**config.mk**
```make
export PLATFORM = sky130hd
export DESIGN_NAME = seg_dac_decoder
export DESIGN_NICKNAME = d
export VERILOG_FILES = /design/src/rtl/dacdec_pkg.sv /design/src/rtl/dacdec_capture.sv /design/src/rtl/dacdec_thermo.sv /design/src/rtl/dacdec_outreg.sv /design/src/rtl/seg_dac_decoder.sv
export SDC_FILE = /design/constraint.sdc
export NUM_CORES = 1
export LEC_CHECK = 0
export BUFFER_PORTS_ARGS = -buffer_cell sky130_fd_sc_hd__buf_4
export CAP_MARGIN = 30
export CORE_MARGIN = 1.5
export CORE_UTILIZATION = 40
export CTS_CLUSTER_SIZE = 40
export DETAILED_ROUTE_END_ITERATION = 8
export GPL_ROUTABILITY_DRIVEN = 0
export HOLD_SLACK_MARGIN = 0.03
export PLACE_DENSITY_LB_ADDON = 0.05
export SYNTH_ARGS = -nofsm -noshare
export SYNTH_HDL_FRONTEND = slang
export SYNTH_SLANG_ARGS = --single-unit
```
**constraint.sdc**
```tcl
create_clock -name clk -period 1.5 [get_ports clk]
set_input_delay 0 -clock clk [delete_from_list [all_inputs] [get_ports clk]]
set_output_delay 0 -clock clk [all_outputs]
set_load 0.05 [all_outputs]
```
**src/rtl/dacdec_pkg.sv**
```systemverilog
`timescale 1ns/1ps
package dacdec_pkg;

  // Action of the output stage at the next edge
  typedef enum logic [1:0] {
    OUT_CLEAR = 2'd0,
    OUT_PARK  = 2'd1,
    OUT_RUN   = 2'd2
  } out_mode_e;

  // Segment line k is on when the upper field exceeds k
  function automatic logic thermo_line(input int unsigned k, input int unsigned upper);
    return (k < upper);
  endfunction

  // Number of segment lines for a given upper field width
  function automatic int unsigned seg_lines(input int unsigned seg_bits);
    return (1 << seg_bits) - 1;
  endfunction

  // Select the output stage action; reset has priority over sleep
  function automatic out_mode_e pick_mode(input logic rst, input logic sleep);
    if (rst)        return OUT_CLEAR;
    else if (sleep) return OUT_PARK;
    else            return OUT_RUN;
  endfunction

endpackage

```
**src/rtl/dacdec_capture.sv**
```systemverilog
`timescale 1ns/1ps
module dacdec_capture #(
  parameter int CODE_W = 10
) (
  input  logic              clk,
  input  logic              rst,
  input  logic              hold_i,
  input  logic [CODE_W-1:0] code_i,
  output logic [CODE_W-1:0] code_o
);

  always_ff @(posedge clk) begin
    if (rst)
      code_o <= '0;
    else if (!hold_i)
      code_o <= code_i;
  end

endmodule

```
**src/rtl/dacdec_thermo.sv**
```systemverilog
`timescale 1ns/1ps
module dacdec_thermo #(
  parameter int IN_W  = 5,
  parameter int LINES = 31
) (
  input  logic [IN_W-1:0]  val_i,
  output logic [LINES-1:0] therm_o
);
  import dacdec_pkg::*;

  for (genvar k = 0; k < LINES; k++) begin : g_line
    assign therm_o[k] = thermo_line(k, int'(val_i));
  end

endmodule

```
**src/rtl/dacdec_outreg.sv**
```systemverilog
`timescale 1ns/1ps
module dacdec_outreg #(
  parameter int SW_W = 36
) (
  input  logic                  clk,
  input  dacdec_pkg::out_mode_e mode_i,
  input  logic [SW_W-1:0]       pat_i,
  output logic [SW_W-1:0]       main_o,
  output logic [SW_W-1:0]       comp_o
);
  import dacdec_pkg::*;

  always_ff @(posedge clk) begin
    case (mode_i)
      OUT_RUN: begin
        main_o <= pat_i;
        comp_o <= ~pat_i;
      end
      OUT_PARK: begin
        main_o <= '0;
        comp_o <= '0;
      end
      default: begin
        main_o <= '0;
        comp_o <= '1;
      end
    endcase
  end

endmodule

```
**src/rtl/seg_dac_decoder.sv**
```systemverilog
`timescale 1ns/1ps
module seg_dac_decoder #(
  parameter int SEG_BITS = 5,
  parameter int BIN_BITS = 5
) (
  input  logic                                   clk,
  input  logic                                   rst,
  input  logic                                   sleep_i,
  input  logic [SEG_BITS+BIN_BITS-1:0]           code_i,
  output logic [(2**SEG_BITS)-1+BIN_BITS-1:0]    sw_main_o,
  output logic [(2**SEG_BITS)-1+BIN_BITS-1:0]    sw_comp_o
);
  import dacdec_pkg::*;

  localparam int CODE_W    = SEG_BITS + BIN_BITS;
  localparam int SEG_LINES = (2**SEG_BITS) - 1;
  localparam int SW_W      = SEG_LINES + BIN_BITS;

  // Named internal events, visible to the bound checker
  logic [CODE_W-1:0]    code_q;
  logic [SEG_LINES-1:0] seg_lines_w;
  logic [BIN_BITS-1:0]  bin_lines_w;
  logic [SW_W-1:0]      sw_next;
  out_mode_e            stage_mode;

  dacdec_capture #(.CODE_W(CODE_W)) u_cap (
    .clk    (clk),
    .rst    (rst),
    .hold_i (sleep_i),
    .code_i (code_i),
    .code_o (code_q)
  );

  dacdec_thermo #(.IN_W(SEG_BITS), .LINES(SEG_LINES)) u_therm (
    .val_i   (code_q[CODE_W-1:BIN_BITS]),
    .therm_o (seg_lines_w)
  );

  assign bin_lines_w = code_q[BIN_BITS-1:0];
  assign sw_next     = {seg_lines_w, bin_lines_w};
  assign stage_mode  = pick_mode(rst, sleep_i);

  dacdec_outreg #(.SW_W(SW_W)) u_out (
    .clk    (clk),
    .mode_i (stage_mode),
    .pat_i  (sw_next),
    .main_o (sw_main_o),
    .comp_o (sw_comp_o)
  );

endmodule

```
**Word level (Yosys, flattened, before mapping)**

Index checks and enable logic that the tools add are counted.

- Word-level logic and storage cells: 40
- Flip-flop bits (word level): 82
- Output and inout bits: 72

- Magnitude comparators: 31
- Mux-type cells: 3
- Eq/ne operators: 2
- Bitwise gates (word level): 1

Operator list:

| cell | count |
|---|---|
| $lt 5x5->1 const A | 15 |
| $pmux 36 s2 | 1 |
| $lt 4x5->1 const A | 8 |
| $not 36->36 | 1 |
| $lt 3x5->1 const A | 4 |
| $lt 1x5->1 const A | 2 |
| $lt 2x5->1 const A | 2 |
| $mux 2 | 2 |
| $eq 2x1->1 const B | 1 |
| $eq 2x2->1 const B | 1 |

**Depth between registers and ports, before layout**

Gate-level depths: netlist of the first run.

- Depth in word-level cells: 4
- Gate-level depth with buffers: 4

**Cells and area by module**

From an unflattened synthesis of the first run, not the netlist that was laid out.

- Cells, all modules: 247
- Area, all modules: 2630.0 sq um

Modules (own cells, without submodules):

| module | cells an instance | area an instance (sq um) | instances |
|---|---|---|---|
| dacdec_outreg | 158 | 1958.1 | 1 |
| dacdec_capture | 32 | 352.8 | 1 |
| dacdec_thermo | 55 | 301.5 | 1 |
| seg_dac_decoder | 2 | 17.5 | 1 |

**Worst setup path after synthesis of the first run**

Ideal clock, no wire load.

- Kind: register -> register
- Start: register u_cap.code_o[7]
- End: register u_out.comp_o[9]
- Arrival time: 927 ps
- Cell stages (with the launch flop): 5
- Clock period less this slack: 1041 ps
- Setup slack: 459 ps
- Path buffers: 2
- Cells stage by stage: dfxtp_1 -> buf_2 -> buf_2 -> o21ai_0 -> a21o_1

- Word-level cells in the longest chain between the ends: 3

RTL lines:

| element | RTL line | RTL |
|---|---|---|
| start, declared | dacdec_capture.sv:9 | `output logic [CODE_W-1:0] code_o` |
| start signal, assigned | dacdec_capture.sv:16 | `code_o <= code_i;` |
| $lt 3x5->1 | dacdec_pkg.sv:13 | `return (k < upper);` |
| $not 36->36 | dacdec_outreg.sv:17 | `comp_o <= ~pat_i;` |
| $pmux 36 s2 | dacdec_outreg.sv:14 | `case (mode_i)` |
| end signal, assigned | dacdec_outreg.sv:17 |  |
| end, declared | dacdec_outreg.sv:9 | `output logic [SW_W-1:0] comp_o` |

Every way passes these cells.
A chain may end at the register's enable or synchronous reset.

==> metrics.cfg, run 1 <==
[setup_path]
reg2regPathDepth=4
arrival_ns=1.63
cp.required_ns=1.73
crit_path_end_kind=flip-flop
path_max_fanout=19
crit_type=in2reg
cp-start-kind=input pin
r2r-start=u_cap.code_o[9]
crit_start=sleep_i

[hold_path]
min_path_cells=2
min_path_type=in2reg
hp-start=rst

[global_routing]
grt_pass1_wl_mm=8.976
gr-total-overflow=0
grtUsageTotal_pct=18.24
grt_pass1_vias=1905
grt_max_degree=27
antenna_found_initial=0

[timing]
setup_viol=0
setup_ws_ns=0.09673
tns_ns=0
hold_viol_final=0
fin_crit_sh_pct=93.55
fmax_mhz=712.6
fin_crit_ns=1.403
tightest_slew_ns=0.5457
fin_skew_ns=0.007720
rsz0062_at_grt=no
timing.final.max_slew_violations=0
max_slew_margin_pct=63.62

[synthesis]
yosysUniqueCellTypes=33
syn_area_per_cell_sq_um=10.82
synth-seq-area-share_pct=65.14
synth.area.top_cells=dfxtp_1, a21o_1, mux2i_1
yosysTopAreaCellShare_pct=65.14
synthFlopType=dfxtp_1
synth_warnings=0
synth_largest_area_cell=dfxtp_1
syn-num-nets=246
synthArstFlopShare_pct=0
synth_common_cells=dfxtp_1, nor2_1, a21oi_1
synth_edf_count=0
synth_seq_cells=82
synth.most_common_cell=dfxtp_1
syn_area_sq_um=2520
syn_inst=233

[pwr]
p_per_area_nw_per_um2=1332
p_leak_nw=1.665
ir_worst_vdd_mv=0.6541
power_mw=4.803

[floorplanning]
rows=28
die_x_microns=82.37
initial_core_util_pct=42.06
fp.dieH_microns=82.37
core-area_sq_um=5991
die_area_sq_um=6785
ios=85

[drt]
totalWireLength_mm=5.673
highest_layer=met4
wl_per_cell_microns=13.70
drc_errors=0
ant_nets=0
dr.pass1.iters=4
via_count=1988
drtIter0Drc=84
drt-met1-wl_mm=2.512
wl_met3_microns=318
dr_wl_met2_mm=2.745
viasPerCell=4.802

[final_layout]
antenna_cells=0
nets=347
area_growth_pct=43.05
finalInstanceArea_sq_um=3605
fillers=549
layout.cells.non_filler=414
layout-drive-gt1-share_pct=33.63

[clock_network]
htree_levels=3
cts_tree=yes
clock-sinks=82
cts_buffers=9
clkTransAtPathRegs_ns=0.08
worstSkewPairLatency_ns=0.34
cts-root-buf=clkbuf_8
cts_setup_buffers=0
clockBufferDepth=2

[place]
post-place-ws_ns=0.2302
port_buffers=84
placed_cells=382
dpl_cell_area_sq_um=3224
hpwl_mm=3.682

[outcome]
outcome=finished clean

[flow_run]
drv_cap=0

cells in the final DEF, fill, tap and decap left out:
master and n:
nand4bb_1 1, or3_1 1, or2_1 1, inv_1 8
a31oi_1 2, mux2i_1 10, or3b_1 1, nand3_1 3
clkinv_2 2, nor2b_1 1, nand2_1 4, o31ai_1 4
clkbuf_1 1, dfxtp_2 1, clkbuf_8 10, nor2_1 26
or2_2 2, and3_1 2, and2_1 6, nor3_1 3
nor4_2 1, a41oi_1 1, a21o_1 15, o21ai_0 12
bufinv_16 2, o211ai_1 4, clkinvlp_4 1, dfxtp_1 81
nand4_1 1, a21oi_1 18, buf_12 1, o21a_1 1
o21ba_2 1, or4_1 1, buf_4 93, dlygate4sd3_1 16
o311ai_0 1
report_power, final:
part	internal, mW	total (mW)	switching (mW)
Clock	0.978	1.72	0.742
Combinational	0.254	0.755	0.502
Sequential	2.28	2.33	0.0463
Total	3.51	4.80	1.29
layer usage:
layer	vias up	track usage [%]
li1	986	-
met1	929	22.14
met2	64	29.19
met3	9	4.505
met4	0	10.68
met5	-	0
worst paths after layout:
| path | endpoint | slack [ns] |
|---|---|---|
| max | u_cap.code_o[5] | 0.1 |
| min reg2reg | u_out.comp_o[2] | 0.46 |
| min | u_out.comp_o[6] | 0.06 |
| max reg2reg | u_cap.code_o[9] | 0.14 |
kinds of logic (layout without fill, tap and decap cells):
family | Yosys count | in the layout | share of synthesized area [%]
AND/OR/NAND/NOR | 54 | 54 | 10.72
AO/OA/AOI/OAI | 59 | 59 | 14.70
buffers and inverters | 28 | 134 | 5.461
multiplexers | 10 | 10 | 3.972
flip-flops | 82 | 82 | 65.14
sequential cells by signal, indices dropped and copies added (netlist names):
register	count
u_cap.code_o	10
u_out.main_o	36
u_out.comp_o	36
per-stage QoR:
| stage | utilization (%) | hold slack, ns |
|---|---|---|
| finish | 60.17 | 0.06136 |
| global route | 60.17 | 0.06027 |
| CTS | 60.15 | 0.04974 |
| detailed placement | 53.82 | 0.2399 |
| global placement | 53.82 | 0.2289 |
| floorplan | - | 0.1439 |
worst max-delay path, cell delays in order:
cell           delay (ns)
dlygate4sd3_1        0.54
buf_4                0.25
mux2i_1              0.24
nor2_1               0.05
dlygate4sd3_1        0.55
layout make-up:
type	instances	area (sq um)	share of cell area, %
clock inverters	5	77.57	2.152
well taps	75	93.84	2.603
clock buffers	11	141.4	3.922
inverters	8	30.03	0.8330
multi-input cells	123	740.7	20.55
repair buffers	110	878.3	24.37
flip-flops and latches	82	1643	45.57
repair_timing:
action / 4_1_cts / 5_1_grt
gates resized for setup: 0 / 1
hold buffers: 16 / 0
endpoints found under the hold margin: 11 / 0
endpoints found under the setup margin: 0 / 1
Power figures use the tool's default switching activity.
==> run 2: changes to the inputs <==
==> constraint.sdc (replaced) <==
create_clock -name clk -period 1.2 [get_ports clk]
set_input_delay 0 -clock clk [delete_from_list [all_inputs] [get_ports clk]]
set_output_delay 0 -clock clk [all_outputs]
set_load 0.05 [all_outputs]
==> metrics.cfg, run 2 (synthesis gave the netlist of run 1 again) <==
[outcome]
outcome=finished clean

[hold_path]
min_path_type=in2reg
min_to=u_out.comp_o[29]
hp-start=sleep_i
min_path_cells=3

[floorplanning]
die_area_sq_um=6785
ios=85
initial_core_util_pct=42.06
rows=28
die_x_microns=82.37
fp.dieH_microns=82.37
core-area_sq_um=5991

[setup_path]
crit_type=reg2reg
reg2reg_setup_slack_ns=0.01
reg2regPathDepth=3
cpPeakStageDelay_ns=0.38
cp.required_ns=1.45
crit_chain=buf_4, or3_4, o31ai_2
cp-start-kind=flip-flop
arrival_ns=1.43
r2r-start=u_cap.code_o[7]
cpMaxStageDelayCell=or3_4
crit-reg2reg-capture=u_out.comp_o[21]
crit_path_end_kind=flip-flop
path_max_fanout=10

[global_routing]
gr-total-overflow=0
grt_pass1_vias=1736
grt_max_degree=19
grtUsageTotal_pct=16.81
antenna_found_initial=0
grt_pass1_wl_mm=8.335

[final_layout]
layout-drive-gt1-share_pct=37.28
fin_util_pct=61.11
final_cell_mix=buf_4, dfxtp_1, nor2_1
nets=354
area_growth_pct=45.28
antenna_cells=0
layout.cells.non_filler=421
fillers=539
top_regs=u_out.comp_o x36, u_out.main_o x36, u_cap.code_o x10
final_common_cell=buf_4
finalInstanceArea_sq_um=3661

[clock_network]
htree_levels=3
clkTransAtPathRegs_ns=0.08
cts_setup_buffers=0
cts_buffers=9
clockBufferDepth=2
cts-root-buf=clkbuf_8
clock-sinks=82
cts_tree=yes
worstSkewPairLatency_ns=0.34

[place]
hpwl_mm=3.647
port_buffers=84
post-place-ws_ns=-0.02557
dpl_cell_area_sq_um=3287
placed_cells=392

[pwr]
p_leak_nw=1.693
swShare_pct=26.11
power_frac_comb_pct=16.3
ir_worst_vdd_mv=0.9411
p_per_area_nw_per_um2=1636
power_mw=5.988
p_int_mw=4.425
clkPwrFrac_pct=35.2
pwr-share-seq_pct=48.5
p_sw_mw=1.564

[timing]
hold_viol_final=0
tightest_slew_ns=0.3155
fin_crit_ns=1.185
setup_viol=0
hold_ws_ns=0.05171
fin_crit_sh_pct=98.79
timing.final.max_slew_violations=0
fmax_mhz=843.6
tns_ns=0
setup_ws_ns=0.01458
max_slew_margin_pct=78.89
fin_skew_ns=0.007397

[drt]
dr.pass1.iters=4
drtIter0Drc=90
ant_nets=0
wl_per_cell_microns=12.87
via_count=1974
viasPerCell=4.689
totalWireLength_mm=5.420
drc_errors=0

[flow_run]
drv_cap=0

run 2: changes by cell type in the layout (fill, tap and decap cells not counted), sizes merged:
cell,before,now
dlygate4sd3,16,13
clkinv,2,0
clkinvlp,1,0
clkbuf,11,14
buf,94,104
run 2: repair_timing:
action                     CTS  global route
hold endpoints to repair    22             0
setup endpoints to repair    7            15
hold buffers                13             0
gates resized for setup      2             8
pin swaps                    0             1
run 2: worst max-delay path by stage:
stage                    startpoint          endpoint  slack, ns  cells past startpoint
finish              u_cap.code_o[7]  u_out.comp_o[21]       0.01                      3
global route        u_cap.code_o[7]  u_out.comp_o[21]      -0.02                      3
CTS                 u_cap.code_o[7]  u_out.comp_o[21]       0.01                      3
detailed placement  u_cap.code_o[8]  u_out.main_o[34]      -0.03                      3
global placement    u_cap.code_o[7]  u_out.comp_o[21]      0.009                      3
floorplan           u_cap.code_o[7]   u_out.comp_o[9]       0.16                      4
run 2: layout make-up:
cell class | instances | area, sq um | share of cell area, %
flip-flops and latches | 82 | 1647 | 44.98
repair buffers | 117 | 910.9 | 24.88
multi-input cells | 123 | 767.0 | 20.95
clock buffers | 14 | 152.6 | 4.170
well taps | 75 | 93.84 | 2.563
clock inverters | 2 | 60.06 | 1.640
inverters | 8 | 30.03 | 0.8202
run 2: power by group through the flow:
stage,Combinational (mW),Sequential (mW),Clock [mW]
finish,0.974,2.91,2.11
global route,1.04,2.92,2.29
CTS,0.972,2.90,2.18
detailed placement,0.927,2.97,0
global placement,0.925,2.97,0
floorplan,0.243,3.35,0
run 2: metal layers:
metal	share of wire, %	routed length [microns]	GRT usage, %
met3	6.4	348	6.813
met5	0	0	0
met1	45	2422	21.19
met2	48	2584	26.18
met4	1.2	65	5.254
run 2: critical path: cells and delay by family, from the launching register on:
family                 cells  cell delay (ns)
buffers and inverters      1             0.16
AO/OA/AOI/OAI              1             0.21
flip-flops                 1             0.33
AND/OR/NAND/NOR            1             0.38
==> run 3: changes to the inputs <==
--- a/config.mk
+++ b/config.mk
@@ -7,6 +7,7 @@
 export LEC_CHECK = 0
 export BUFFER_PORTS_ARGS = -buffer_cell sky130_fd_sc_hd__buf_4
 export CAP_MARGIN = 30
+export CORE_ASPECT_RATIO = 0.7
 export CORE_MARGIN = 1.5
 export CORE_UTILIZATION = 40
 export CTS_CLUSTER_SIZE = 40
==> metrics.cfg, run 3 (synthesis gave the netlist of run 1 again) <==
[pwr]
power_frac_comb_pct=16.4
clkPwrFrac_pct=34.2
p_per_area_nw_per_um2=1625
swShare_pct=27.74
p_sw_mw=1.631
p_int_mw=4.250
ir_worst_vdd_mv=0.7656
pwr-share-seq_pct=49.4
p_leak_nw=1.663

[final_layout]
finalInstanceArea_sq_um=3620
area_growth_pct=43.64
nets=348
final_cell_mix=buf_4, dfxtp_1, nor2_1
final_common_cell=buf_4
antenna_cells=0
fin_util_pct=61.36
top_regs=u_out.comp_o x36, u_out.main_o x36, u_cap.code_o x10
layout-drive-gt1-share_pct=35.59

[global_routing]
gr-total-overflow=0
busiest_layer=met2
grt_pass1_wl_mm=9.080
grtUsageTotal_pct=17.34
antenna_found_initial=0
grt_use_met3_pct=7.964
grt_max_degree=23
grt_util_met1_pct=23.48
use_met2_pct=24.21
grt_pass1_vias=1828

[drt]
via_count=1959
totalWireLength_mm=5.630
wl_per_cell_microns=13.57
drc_errors=0
drtIter0Drc=70
ant_nets=0
viasPerCell=4.720
dr.pass1.iters=4

[place]
hpwl_mm=3.861
dpl_cell_area_sq_um=3287
port_buffers=84

[floorplanning]
ios=85
core-area_sq_um=5899
die_x_microns=97.87
initial_core_util_pct=42.71
fp.dieH_microns=69.41
die_area_sq_um=6792
rows=23

[timing]
hold_ws_ns=0.05711
rsz0062_at_grt=yes
fin_crit_ns=1.137
fin_crit_sh_pct=94.79
setup_viol=0
fmax_mhz=879.2
tightest_slew_ns=0.4466
max_slew_margin_pct=69.91
timing.final.max_slew_violations=0
hold_viol_final=0
fin_skew_ns=0.007999

[clock_network]
worstSkewPairLatency_ns=0.35
htree_levels=3
cts_setup_buffers=0
clkTransAtPathRegs_ns=0.08
clock-sinks=82
cts_buffers=9
cts-root-buf=clkbuf_8
clockBufferDepth=2
cts_tree=yes

[setup_path]
crit_type=in2reg
cp.required_ns=1.43
crit_path_end_kind=flip-flop
arrival_ns=1.37
cp-start-kind=input pin
path_max_fanout=20

[flow_run]
drv_cap=0

[outcome]
outcome=finished clean

[hold_path]
min_path_type=in2reg

## run 3: cell count changes in the layout (fill, tap and decap cells not counted), sizes merged
cell         before  now
buf             104   99
clkbuf           14   12
clkinvlp          0    2
bufinv            2    1
clkinv            0    1
dlygate4sd3      13   12
## run 3: metrics by stage
step / cells / setup WS, ns / setup TNS [ns] / power (mW)
floorplan: 233 / 0.1586 / 0 / 3.593
global placement: 387 / 0.04516 / 0 / 3.897
detailed placement: 387 / -0.0003174 / -0.0003174 / 3.900
CTS: 415 / 0.0006424 / 0 / 5.939
global route: 415 / -0.01616 / -0.05121 / 6.117
finish: 415 / 0.06254 / 0 / 5.882
## run 3: worst paths after layout
| check | start | endpoint | slack, ns | depth (start not counted) |
|---|---|---|---|---|
| worst max-delay path | rst | u_out.main_o[33] | 0.06 | 6 |
| worst min-delay path | sleep_i | u_out.comp_o[29] | 0.06 | 3 |
| worst max register to register | u_cap.code_o[6] | u_out.comp_o[21] | 0.07 | 3 |
| worst min register to register | u_cap.code_o[1] | u_out.comp_o[1] | 0.47 | 1 |
## run 3: area by class of cell
type / count / area [sq um]
Fill cell: 511 / 2280
Sequential cell: 82 / 1642
Timing Repair Buffer: 111 / 900.9
Multi-Input combinational cell: 123 / 748.2
Clock buffer: 12 / 155.1
Tap cell: 75 / 93.84
Clock inverter: 4 / 50.05
Inverter: 8 / 30.03
## run 3: repair_timing
item	CTS	global route
hold buffers	12	0
resized for setup	0	3
setup endpoints to repair	0	18
hold endpoints to repair	27	0
## run 3: per-layer routing
layer	routed length [microns]	vias to the layer above	share of wire [%]
met5	0	-	0
met3	454	8	8.1
li1	-	988	-
met1	2729	898	48
met2	2378	65	42
met4	67	0	1.2
## run 3: power by group through the flow
stage	registers, mW	clock network, mW	logic (mW)
after global placement	2.97	0	0.932
after floorplan	3.35	0	0.243
after global routing	2.92	2.18	1.02
after CTS	2.90	2.07	0.967
final	2.90	2.01	0.964
after detailed placement	2.97	0	0.933
## run 3: critical path: stages
cell and delay (ns):
dlygate4sd3_1 0.52, buf_4 0.24, buf_4 0.23, nand4bb_1 0.15, buf_4 0.17, nor2_1 0.05
